$ cat config.mk
export PLATFORM = sky130hd
export DESIGN_NAME = serial_rx_status
export DESIGN_NICKNAME = d
export VERILOG_FILES = /design/src/rtl/rx_pkg.sv /design/src/rtl/rx_frame.sv /design/src/rtl/rx_fifo.sv /design/src/rtl/rx_idle_timer.sv /design/src/rtl/serial_rx_status.sv
export SDC_FILE = /design/constraint.sdc
export NUM_CORES = 1
export LEC_CHECK = 0
export BUFFER_PORTS_ARGS = -buffer_cell sky130_fd_sc_hd__buf_4
export CORE_UTILIZATION = 50
export CTS_BUF_LIST = sky130_fd_sc_hd__clkbuf_4
export DETAILED_ROUTE_END_ITERATION = 6
export PLACE_DENSITY = 0.69
export SETUP_SLACK_MARGIN = 0.02
export SLEW_MARGIN = 15
export SYNTH_ARGS = -nofsm -noshare
export SYNTH_HDL_FRONTEND = slang
export SYNTH_SLANG_ARGS = --single-unit
$ cat constraint.sdc
create_clock -name clk -period 5.3 [get_ports clk]
set_input_delay 1.06 -clock clk [delete_from_list [all_inputs] [get_ports clk]]
set_output_delay 1.06 -clock clk [all_outputs]
set_load 0.05 [all_outputs]
$ cat src/rtl/rx_pkg.sv
// Shared types and helpers for the serial receive path.
// Assumes word length codes 0..3 map to 5..8 data bits.
package rx_pkg;
    typedef enum logic [2:0] {
        ST_IDLE, ST_START, ST_DATA, ST_PAR, ST_STOP, ST_HOLD
    } rx_state_t;

    // Number of data bits for a word length code.
    function automatic logic [3:0] word_bits(input logic [1:0] code);
        return 4'd5 + {2'b00, code};
    endfunction

    // Expected parity bit for the given data and mode.
    function automatic logic parity_expect(input logic [7:0] d, input logic [1:0] code,
                                           input logic even, input logic stick);
        logic [7:0] m;
        m = 8'hFF >> (2'd3 - code);
        if (stick) return ~even;
        return even ? ^(d & m) : ~^(d & m);
    endfunction
endpackage

$ cat src/rtl/rx_frame.sv
// Character recovery: synchronises the line, validates the start bit at
// mid-bit, samples data, parity and stop at their centres, and emits one
// push pulse per character with its error indications.
// Assumes OSR enable pulses per bit.
module rx_frame
    import rx_pkg::*;
#(
    parameter int OSR = 16
) (
    input  logic       clk,
    input  logic       rst_n,
    input  logic       clr,
    input  logic       tick,
    input  logic       rx_in,
    input  logic [1:0] cfg_wlen,
    input  logic       par_en,
    input  logic       par_even,
    input  logic       par_stick,
    output logic       push,
    output logic [7:0] push_data,
    output logic       push_pe,
    output logic       push_fe,
    output logic       push_brk
);
    localparam int OSW = $clog2(OSR);
    localparam logic [OSW-1:0] MID  = OSW'(OSR / 2 - 1);
    localparam logic [OSW-1:0] LAST = OSW'(OSR - 1);

    rx_state_t      state;
    logic [OSW-1:0] os_cnt;
    logic [2:0]     bit_idx;
    logic [7:0]     data_r;
    logic           par_r;
    logic           zeros_r;
    logic           rx_q1, rx_q;
    logic [3:0]     last_idx;
    logic           par_exp;

    assign last_idx = word_bits(cfg_wlen) - 4'd1;
    assign par_exp  = parity_expect(data_r, cfg_wlen, par_even, par_stick);

    // Two-stage synchroniser for the asynchronous line.
    always_ff @(posedge clk) begin
        if (!rst_n) begin
            rx_q1 <= 1'b1;
            rx_q  <= 1'b1;
        end else begin
            rx_q1 <= rx_in;
            rx_q  <= rx_q1;
        end
    end

    // Frame state machine and bit sampling.
    always_ff @(posedge clk) begin
        push <= 1'b0;
        if (!rst_n || clr) begin
            state     <= ST_IDLE;
            os_cnt    <= '0;
            bit_idx   <= '0;
            data_r    <= '0;
            par_r     <= 1'b0;
            zeros_r   <= 1'b0;
            push_data <= '0;
            push_pe   <= 1'b0;
            push_fe   <= 1'b0;
            push_brk  <= 1'b0;
        end else if (tick) begin
            case (state)
                ST_IDLE: if (!rx_q) begin
                    state  <= ST_START;
                    os_cnt <= '0;
                end
                ST_START: if (os_cnt == MID) begin
                    os_cnt  <= '0;
                    bit_idx <= '0;
                    data_r  <= '0;
                    zeros_r <= 1'b1;
                    state   <= rx_q ? ST_IDLE : ST_DATA;
                end else os_cnt <= os_cnt + 1'b1;
                ST_DATA: if (os_cnt == LAST) begin
                    os_cnt          <= '0;
                    data_r[bit_idx] <= rx_q;
                    zeros_r         <= zeros_r & ~rx_q;
                    if ({1'b0, bit_idx} == last_idx) state <= par_en ? ST_PAR : ST_STOP;
                    else bit_idx <= bit_idx + 1'b1;
                end else os_cnt <= os_cnt + 1'b1;
                ST_PAR: if (os_cnt == LAST) begin
                    os_cnt  <= '0;
                    par_r   <= rx_q;
                    zeros_r <= zeros_r & ~rx_q;
                    state   <= ST_STOP;
                end else os_cnt <= os_cnt + 1'b1;
                ST_STOP: if (os_cnt == LAST) begin
                    os_cnt    <= '0;
                    push      <= 1'b1;
                    push_data <= data_r;
                    push_pe   <= par_en && (par_r != par_exp);
                    push_fe   <= ~rx_q;
                    push_brk  <= zeros_r & ~rx_q;
                    state     <= rx_q ? ST_IDLE : ST_HOLD;
                end else os_cnt <= os_cnt + 1'b1;
                ST_HOLD: if (rx_q) state <= ST_IDLE;
                default: state <= ST_IDLE;
            endcase
        end
    end

    // one character yields exactly one single-cycle push.
    p_push_single_r2: assert property (@(posedge clk) disable iff (!rst_n)
        push |=> !push);
    // after a low stop bit the receiver never re-arms while the line is low.
    p_hold_low_r7: assert property (@(posedge clk) disable iff (!rst_n || clr)
        (state == ST_HOLD && !rx_q) |=> state == ST_HOLD);
endmodule

$ cat src/rtl/rx_fifo.sv
// Character queue with extra-bit pointers; count, empty and full are derived
// from the pointers. Read data shows the oldest entry. Assumes DEPTH is a
// power of two. A push while full is dropped and reported on ovf_evt.
module rx_fifo #(
    parameter int DEPTH = 16,
    parameter int W     = 8
) (
    input  logic                       clk,
    input  logic                       rst_n,
    input  logic                       clr,
    input  logic                       push,
    input  logic [W-1:0]               push_data,
    input  logic                       pop,
    output logic [W-1:0]               rd_data,
    output logic [$clog2(DEPTH):0]     count,
    output logic                       empty,
    output logic                       full,
    output logic                       ovf_evt
);
    localparam int AW = $clog2(DEPTH);

    logic [W-1:0] mem [DEPTH];
    logic [AW:0]  wr_ptr, rd_ptr;
    logic         do_push, do_pop;

    assign count   = wr_ptr - rd_ptr;
    assign empty   = (count == '0);
    assign full    = (count == (AW+1)'(DEPTH));
    assign do_push = push && !full;
    assign do_pop  = pop && !empty;
    assign ovf_evt = push && full;
    assign rd_data = mem[rd_ptr[AW-1:0]];

    // Storage write.
    always_ff @(posedge clk) begin
        if (do_push) mem[wr_ptr[AW-1:0]] <= push_data;
    end

    // Pointer update.
    always_ff @(posedge clk) begin
        if (!rst_n || clr) begin
            wr_ptr <= '0;
            rd_ptr <= '0;
        end else begin
            if (do_push) wr_ptr <= wr_ptr + 1'b1;
            if (do_pop)  rd_ptr <= rd_ptr + 1'b1;
        end
    end

    // the pointers never drift more than DEPTH apart.
    p_count_bound_r11: assert property (@(posedge clk) disable iff (!rst_n)
        count <= (AW+1)'(DEPTH));
endmodule

$ cat src/rtl/rx_idle_timer.sv
// Idle time-out: counts bit times since the last queue push or pop and sets
// a flag when the queue holds data and the count equals the compare value.
// Assumes OSR enable pulses per bit time; the count saturates.
module rx_idle_timer #(
    parameter int OSR = 16,
    parameter int CW  = 8
) (
    input  logic          clk,
    input  logic          rst_n,
    input  logic          clr,
    input  logic          tick,
    input  logic          activity,
    input  logic          pop,
    input  logic          nonempty,
    input  logic [CW-1:0] cmp,
    output logic          tmo
);
    localparam int OSW = $clog2(OSR);
    localparam logic [OSW-1:0] LAST = OSW'(OSR - 1);

    logic [OSW-1:0] pre;
    logic [CW-1:0]  idle;

    // Bit-time prescaler and saturating idle counter.
    always_ff @(posedge clk) begin
        if (!rst_n || clr || activity) begin
            pre  <= '0;
            idle <= '0;
        end else if (tick) begin
            pre <= pre + 1'b1;
            if (pre == LAST && idle != '1) idle <= idle + 1'b1;
        end
    end

    // Time-out flag: set on compare match with data waiting, cleared by a pop.
    always_ff @(posedge clk) begin
        if (!rst_n || clr || pop) tmo <= 1'b0;
        else if (nonempty && idle == cmp) tmo <= 1'b1;
    end
endmodule

$ cat src/rtl/serial_rx_status.sv
// Top of the serial receive path: frame recovery, character queue, idle
// timer, and the sticky write-one-to-clear line-status flags. Assumes
// os_tick pulses 16 times per bit and DEPTH is a power of two.
module serial_rx_status #(
    parameter int DEPTH = 16,
    parameter int OSR   = 16,
    parameter int CNTW  = $clog2(DEPTH) + 1
) (
    input  logic            clk,
    input  logic            rst_n,
    input  logic            rx_rst,
    input  logic            os_tick,
    input  logic            rx_in,
    input  logic [1:0]      cfg_wlen,
    input  logic            cfg_par_en,
    input  logic            cfg_par_even,
    input  logic            cfg_par_stick,
    input  logic [CNTW-1:0] cfg_trig,
    input  logic [7:0]      cfg_to_cmp,
    input  logic            rd_en,
    output logic [7:0]      rd_data,
    output logic [CNTW-1:0] fifo_count,
    output logic            fifo_empty,
    output logic            fifo_full,
    input  logic            clr_pe,
    input  logic            clr_fe,
    input  logic            clr_brk,
    input  logic            clr_ovf,
    output logic            pe_flag,
    output logic            fe_flag,
    output logic            brk_flag,
    output logic            ls_flag,
    output logic            ovf_flag,
    output logic            avail_flag,
    output logic            tmo_flag
);
    logic       frm_push, frm_pe, frm_fe, frm_brk, ovf_evt, pop;
    logic [7:0] frm_data;

    assign pop = rd_en && !fifo_empty;

    rx_frame #(.OSR(OSR)) i_frame (
        .clk(clk), .rst_n(rst_n), .clr(rx_rst), .tick(os_tick), .rx_in(rx_in),
        .cfg_wlen(cfg_wlen), .par_en(cfg_par_en), .par_even(cfg_par_even),
        .par_stick(cfg_par_stick), .push(frm_push), .push_data(frm_data),
        .push_pe(frm_pe), .push_fe(frm_fe), .push_brk(frm_brk)
    );

    rx_fifo #(.DEPTH(DEPTH), .W(8)) i_fifo (
        .clk(clk), .rst_n(rst_n), .clr(rx_rst), .push(frm_push),
        .push_data(frm_data), .pop(rd_en), .rd_data(rd_data),
        .count(fifo_count), .empty(fifo_empty), .full(fifo_full), .ovf_evt(ovf_evt)
    );

    rx_idle_timer #(.OSR(OSR), .CW(8)) i_timer (
        .clk(clk), .rst_n(rst_n), .clr(rx_rst), .tick(os_tick),
        .activity(frm_push || pop), .pop(pop), .nonempty(!fifo_empty),
        .cmp(cfg_to_cmp), .tmo(tmo_flag)
    );

    // Sticky error flags; a new event wins over a same-cycle clear.
    always_ff @(posedge clk) begin
        if (!rst_n) begin
            pe_flag  <= 1'b0;
            fe_flag  <= 1'b0;
            brk_flag <= 1'b0;
            ovf_flag <= 1'b0;
        end else begin
            if (frm_push && frm_pe)       pe_flag  <= 1'b1;
            else if (clr_pe)              pe_flag  <= 1'b0;
            if (frm_push && frm_fe)       fe_flag  <= 1'b1;
            else if (clr_fe)              fe_flag  <= 1'b0;
            if (frm_push && frm_brk)      brk_flag <= 1'b1;
            else if (clr_brk)             brk_flag <= 1'b0;
            if (ovf_evt)                  ovf_flag <= 1'b1;
            else if (clr_ovf)             ovf_flag <= 1'b0;
        end
    end

    assign ls_flag    = pe_flag | fe_flag | brk_flag;
    assign avail_flag = !fifo_empty && (fifo_count >= cfg_trig);

    // an accepted character grows the queue by one.
    p_push_grows_r2: assert property (@(posedge clk) disable iff (!rst_n || rx_rst)
        (frm_push && !fifo_full && !rd_en) |=> fifo_count == $past(fifo_count) + 1'b1);
    // a character arriving at a full queue leaves it full.
    p_no_overflow_r11: assert property (@(posedge clk) disable iff (!rst_n || rx_rst)
        (frm_push && fifo_full && !rd_en) |=> fifo_full);
    // parity flag holds until cleared.
    p_sticky_pe_r8: assert property (@(posedge clk) disable iff (!rst_n)
        (pe_flag && !clr_pe) |=> pe_flag);
    // the time-out flag only rises with data waiting.
    p_tmo_data_r10: assert property (@(posedge clk) disable iff (!rst_n)
        $rose(tmo_flag) |-> !fifo_empty);
    // receive reset empties the queue.
    p_rst_empties_r12: assert property (@(posedge clk) disable iff (!rst_n)
        rx_rst |=> fifo_empty);
endmodule

==> flow_metrics.tcl <==
set metrics [dict create \
    status "completed" \
    cp-end-kind "primary output" \
    die_height_microns 131 \
    synth_area_per_cell_sq_um 13.6 \
    synth_warnings 0 \
    fmax_mhz 240 \
    synthArstFlopShare 0 \
    htree_levels 4 \
    dp_cells 850 \
    drtPass1Iterations 4 \
    arrival_ns 3.10 \
    vias 4961 \
    worst_pin_slew_ns 1.03 \
    slew_headroom 0.314 \
    synth_area_leaders "edfxtp_1 46%, dfxtp_1 16%, mux4_2 11%" \
    synth_nets 659 \
    antennaDiodeCount 0 \
    final_area_sq_um 9190 \
    track_usage 0.204 \
    synth_flop_cell "edfxtp_1" \
    cts.clk_slew.worst_paths_ns 0.15 \
    ios 50 \
    grt_pass1_vias 4807 \
    layout.nets 700 \
    postCtsHoldBufs 0 \
    synth_cell_types 56 \
    yosysMostFrequentCell "edfxtp_1" \
    yosysTopAreaCellShare 0.461 \
    place_area_sq_um 8880 \
    fin_skew_ns 0.0212 \
    muxShareOfSynthArea 0.115 \
    finalSetupViolCount 0 \
    initial_utilization 0.519 \
    cts_tree "built" \
    numCtsBuffers 17 \
    crit_type "flip-flop to primary output" \
    route.layer.met1.wl_microns 6870 \
    gp_congestion 0.786 \
    fin_crit_sh 0.785 \
    synth_xor_area_frac 0.0335 \
    wl_microns 16200 \
    peakVddDrop_uv 162 \
    rsz0062_at_grt "no" \
    leakagePower_uw 0.00268 \
    gr-total-overflow 0 \
    rows 46 \
    dp_hpwl_microns 11000 \
    io_buffer_count 49 \
    core_sq_um 16100 \
    grt_pass1_wl_microns 25400 \
    drive_gt1_frac 0.213 \
    ys_seq_area_frac 0.618 \
    synth_fa_ha_area_frac 0.0294 \
    drtIter0Drc 404 \
    start_kind "flip-flop" \
    clkSinkCount 193 \
    tns_ns 0 \
    crit_fanout 12 \
    synth_compound_area_frac 0.0751 \
    dieArea_sq_um 17200 \
    synth_edf_count 128 \
    highest_layer "met4" \
    clkLatencyLatePin_ns 0.58 \
    cellPowerDensity_nw_per_um2 267 \
    grt_max_degree 45 \
    clockBufferDepth 2 \
    dr_wl_met2_microns 8320 \
    power_uw 2460 \
    synth_top_family_by_area "multiplexers" \
    detail-route-antenna-nets 0 \
    synthTopCellsByCount "128 x edfxtp_1, 65 x dfxtp_1, 47 x nor2_1" \
    required_ns 4.24 \
    die_w_microns 131 \
    wl_per_cell_microns 18.4 \
    drc 0 \
    slew_violations 0 \
    min_path_type "flip-flop to flip-flop" \
    synth_area_sq_um 8330 \
    wl_met3_microns 841 \
    finalHoldViolations 0 \
    min_period_ns 4.16 \
    ys_seq_elements 193 \
    n_fill_cell 1294 \
    antenna_found_initial 0 \
    area_growth_pct 10.2 \
    via_per_inst 5.62 \
    synthCells 612 \
    cts_setup_buffers 0 \
    cts_resized 0 \
    root_buffer "clkbuf_4" \
    cap_violations 0 \
    synth_top_area_cell "edfxtp_1" \
    fin_cells 882 \
    yosys.area_share.simple 0.104 \
]
-- final cells by class --
cell class	count	area, sq um	share of cell area
sequential	193	5150	0.560
multi-input combinational	370	3000	0.327
timing repair buffer	53	398	0.0433
tap	216	270	0.0294
clock inverter	13	158	0.0172
clock buffer	19	143	0.0155
inverter	18	70.1	0.00763
-- final timing paths --
kind / start / to / slack (ns) / depth (start not counted)
worst min register to register: i_frame.rx_q1 / i_frame.rx_q / 0.43 / 1
worst max-delay path: i_fifo.wr_ptr[2] / avail_flag / 1.14 / 9
worst max register to register: i_fifo.wr_ptr[0] / i_fifo.mem[5][5] / 1.84 / 11
worst min-delay path: i_frame.rx_q1 / i_frame.rx_q / 0.43 / 1
-- flip-flops by register name, summed over array words and instances (netlist names), 3 cells and up, named ones only --
signal,cells
i_timer.idle,8
i_frame.os_cnt,4
i_timer.pre,4
i_fifo.mem,128
i_frame.push_data,8
i_frame.state,3
i_frame.data_r,8
i_fifo.wr_ptr,5
i_fifo.rd_ptr,5
i_frame.bit_idx,3
-- routing by layer --
| metal | up-vias | track usage |
|---|---|---|
| met2 | 134 | 0.356 |
| met5 | - | 0 |
| met4 | 0 | 0.0669 |
| li1 | 2369 | - |
| met3 | 11 | 0.0337 |
| met1 | 2447 | 0.259 |
-- metrics by stage --
stage               hold slack [ns]  utilization  worst slack [ns]
finish                        0.425        0.572              1.14
global route                  0.482        0.572             0.951
CTS                           0.424        0.572              1.11
detailed placement            0.392        0.553              1.76
global placement              0.392        0.553              1.79
floorplan                     0.386            -             0.987
-- power breakdown --
group	switching, uW	internal, uW	total (uW)
combinational	21.8	23.2	45.1
sequential	2.26	1590	1590
clock	484	339	824
total	508	1950	2460
-- critical path: stages, from the launching register on --
cell     delay (ns)
dfxtp_1        0.64
ha_1           0.36
o21a_1         0.14
nor3_1         0.42
nor2_1         0.13
ha_1           0.31
a21o_1         0.16
a21oi_1        0.14
nor2_1         0.05
buf_4          0.19
-- cells in the final DEF, fill, tap and decap left out, types with 18 or more instances in the layout --
master,instances
dfxtp_1,63
mux4_2,40
o21ai_0,20
buf_4,53
ha_1,18
nand3_1,20
nand2_1,41
a21oi_1,41
xor2_1,18
nor2_1,47
clkbuf_4,19
edfxtp_1,128
-- cells by family (layout without fill, tap and decap cells) --
| kind of cell | count (synthesis) | count (layout) |
|---|---|---|
| mux | 46 | 46 |
| xor+xnor | 31 | 31 |
| compound gates | 97 | 97 |
| flops | 193 | 193 |
| simple gates | 177 | 177 |
| buf+inv | 49 | 103 |
| fa+ha+maj | 19 | 19 |
Power figures use the tool's default switching activity.
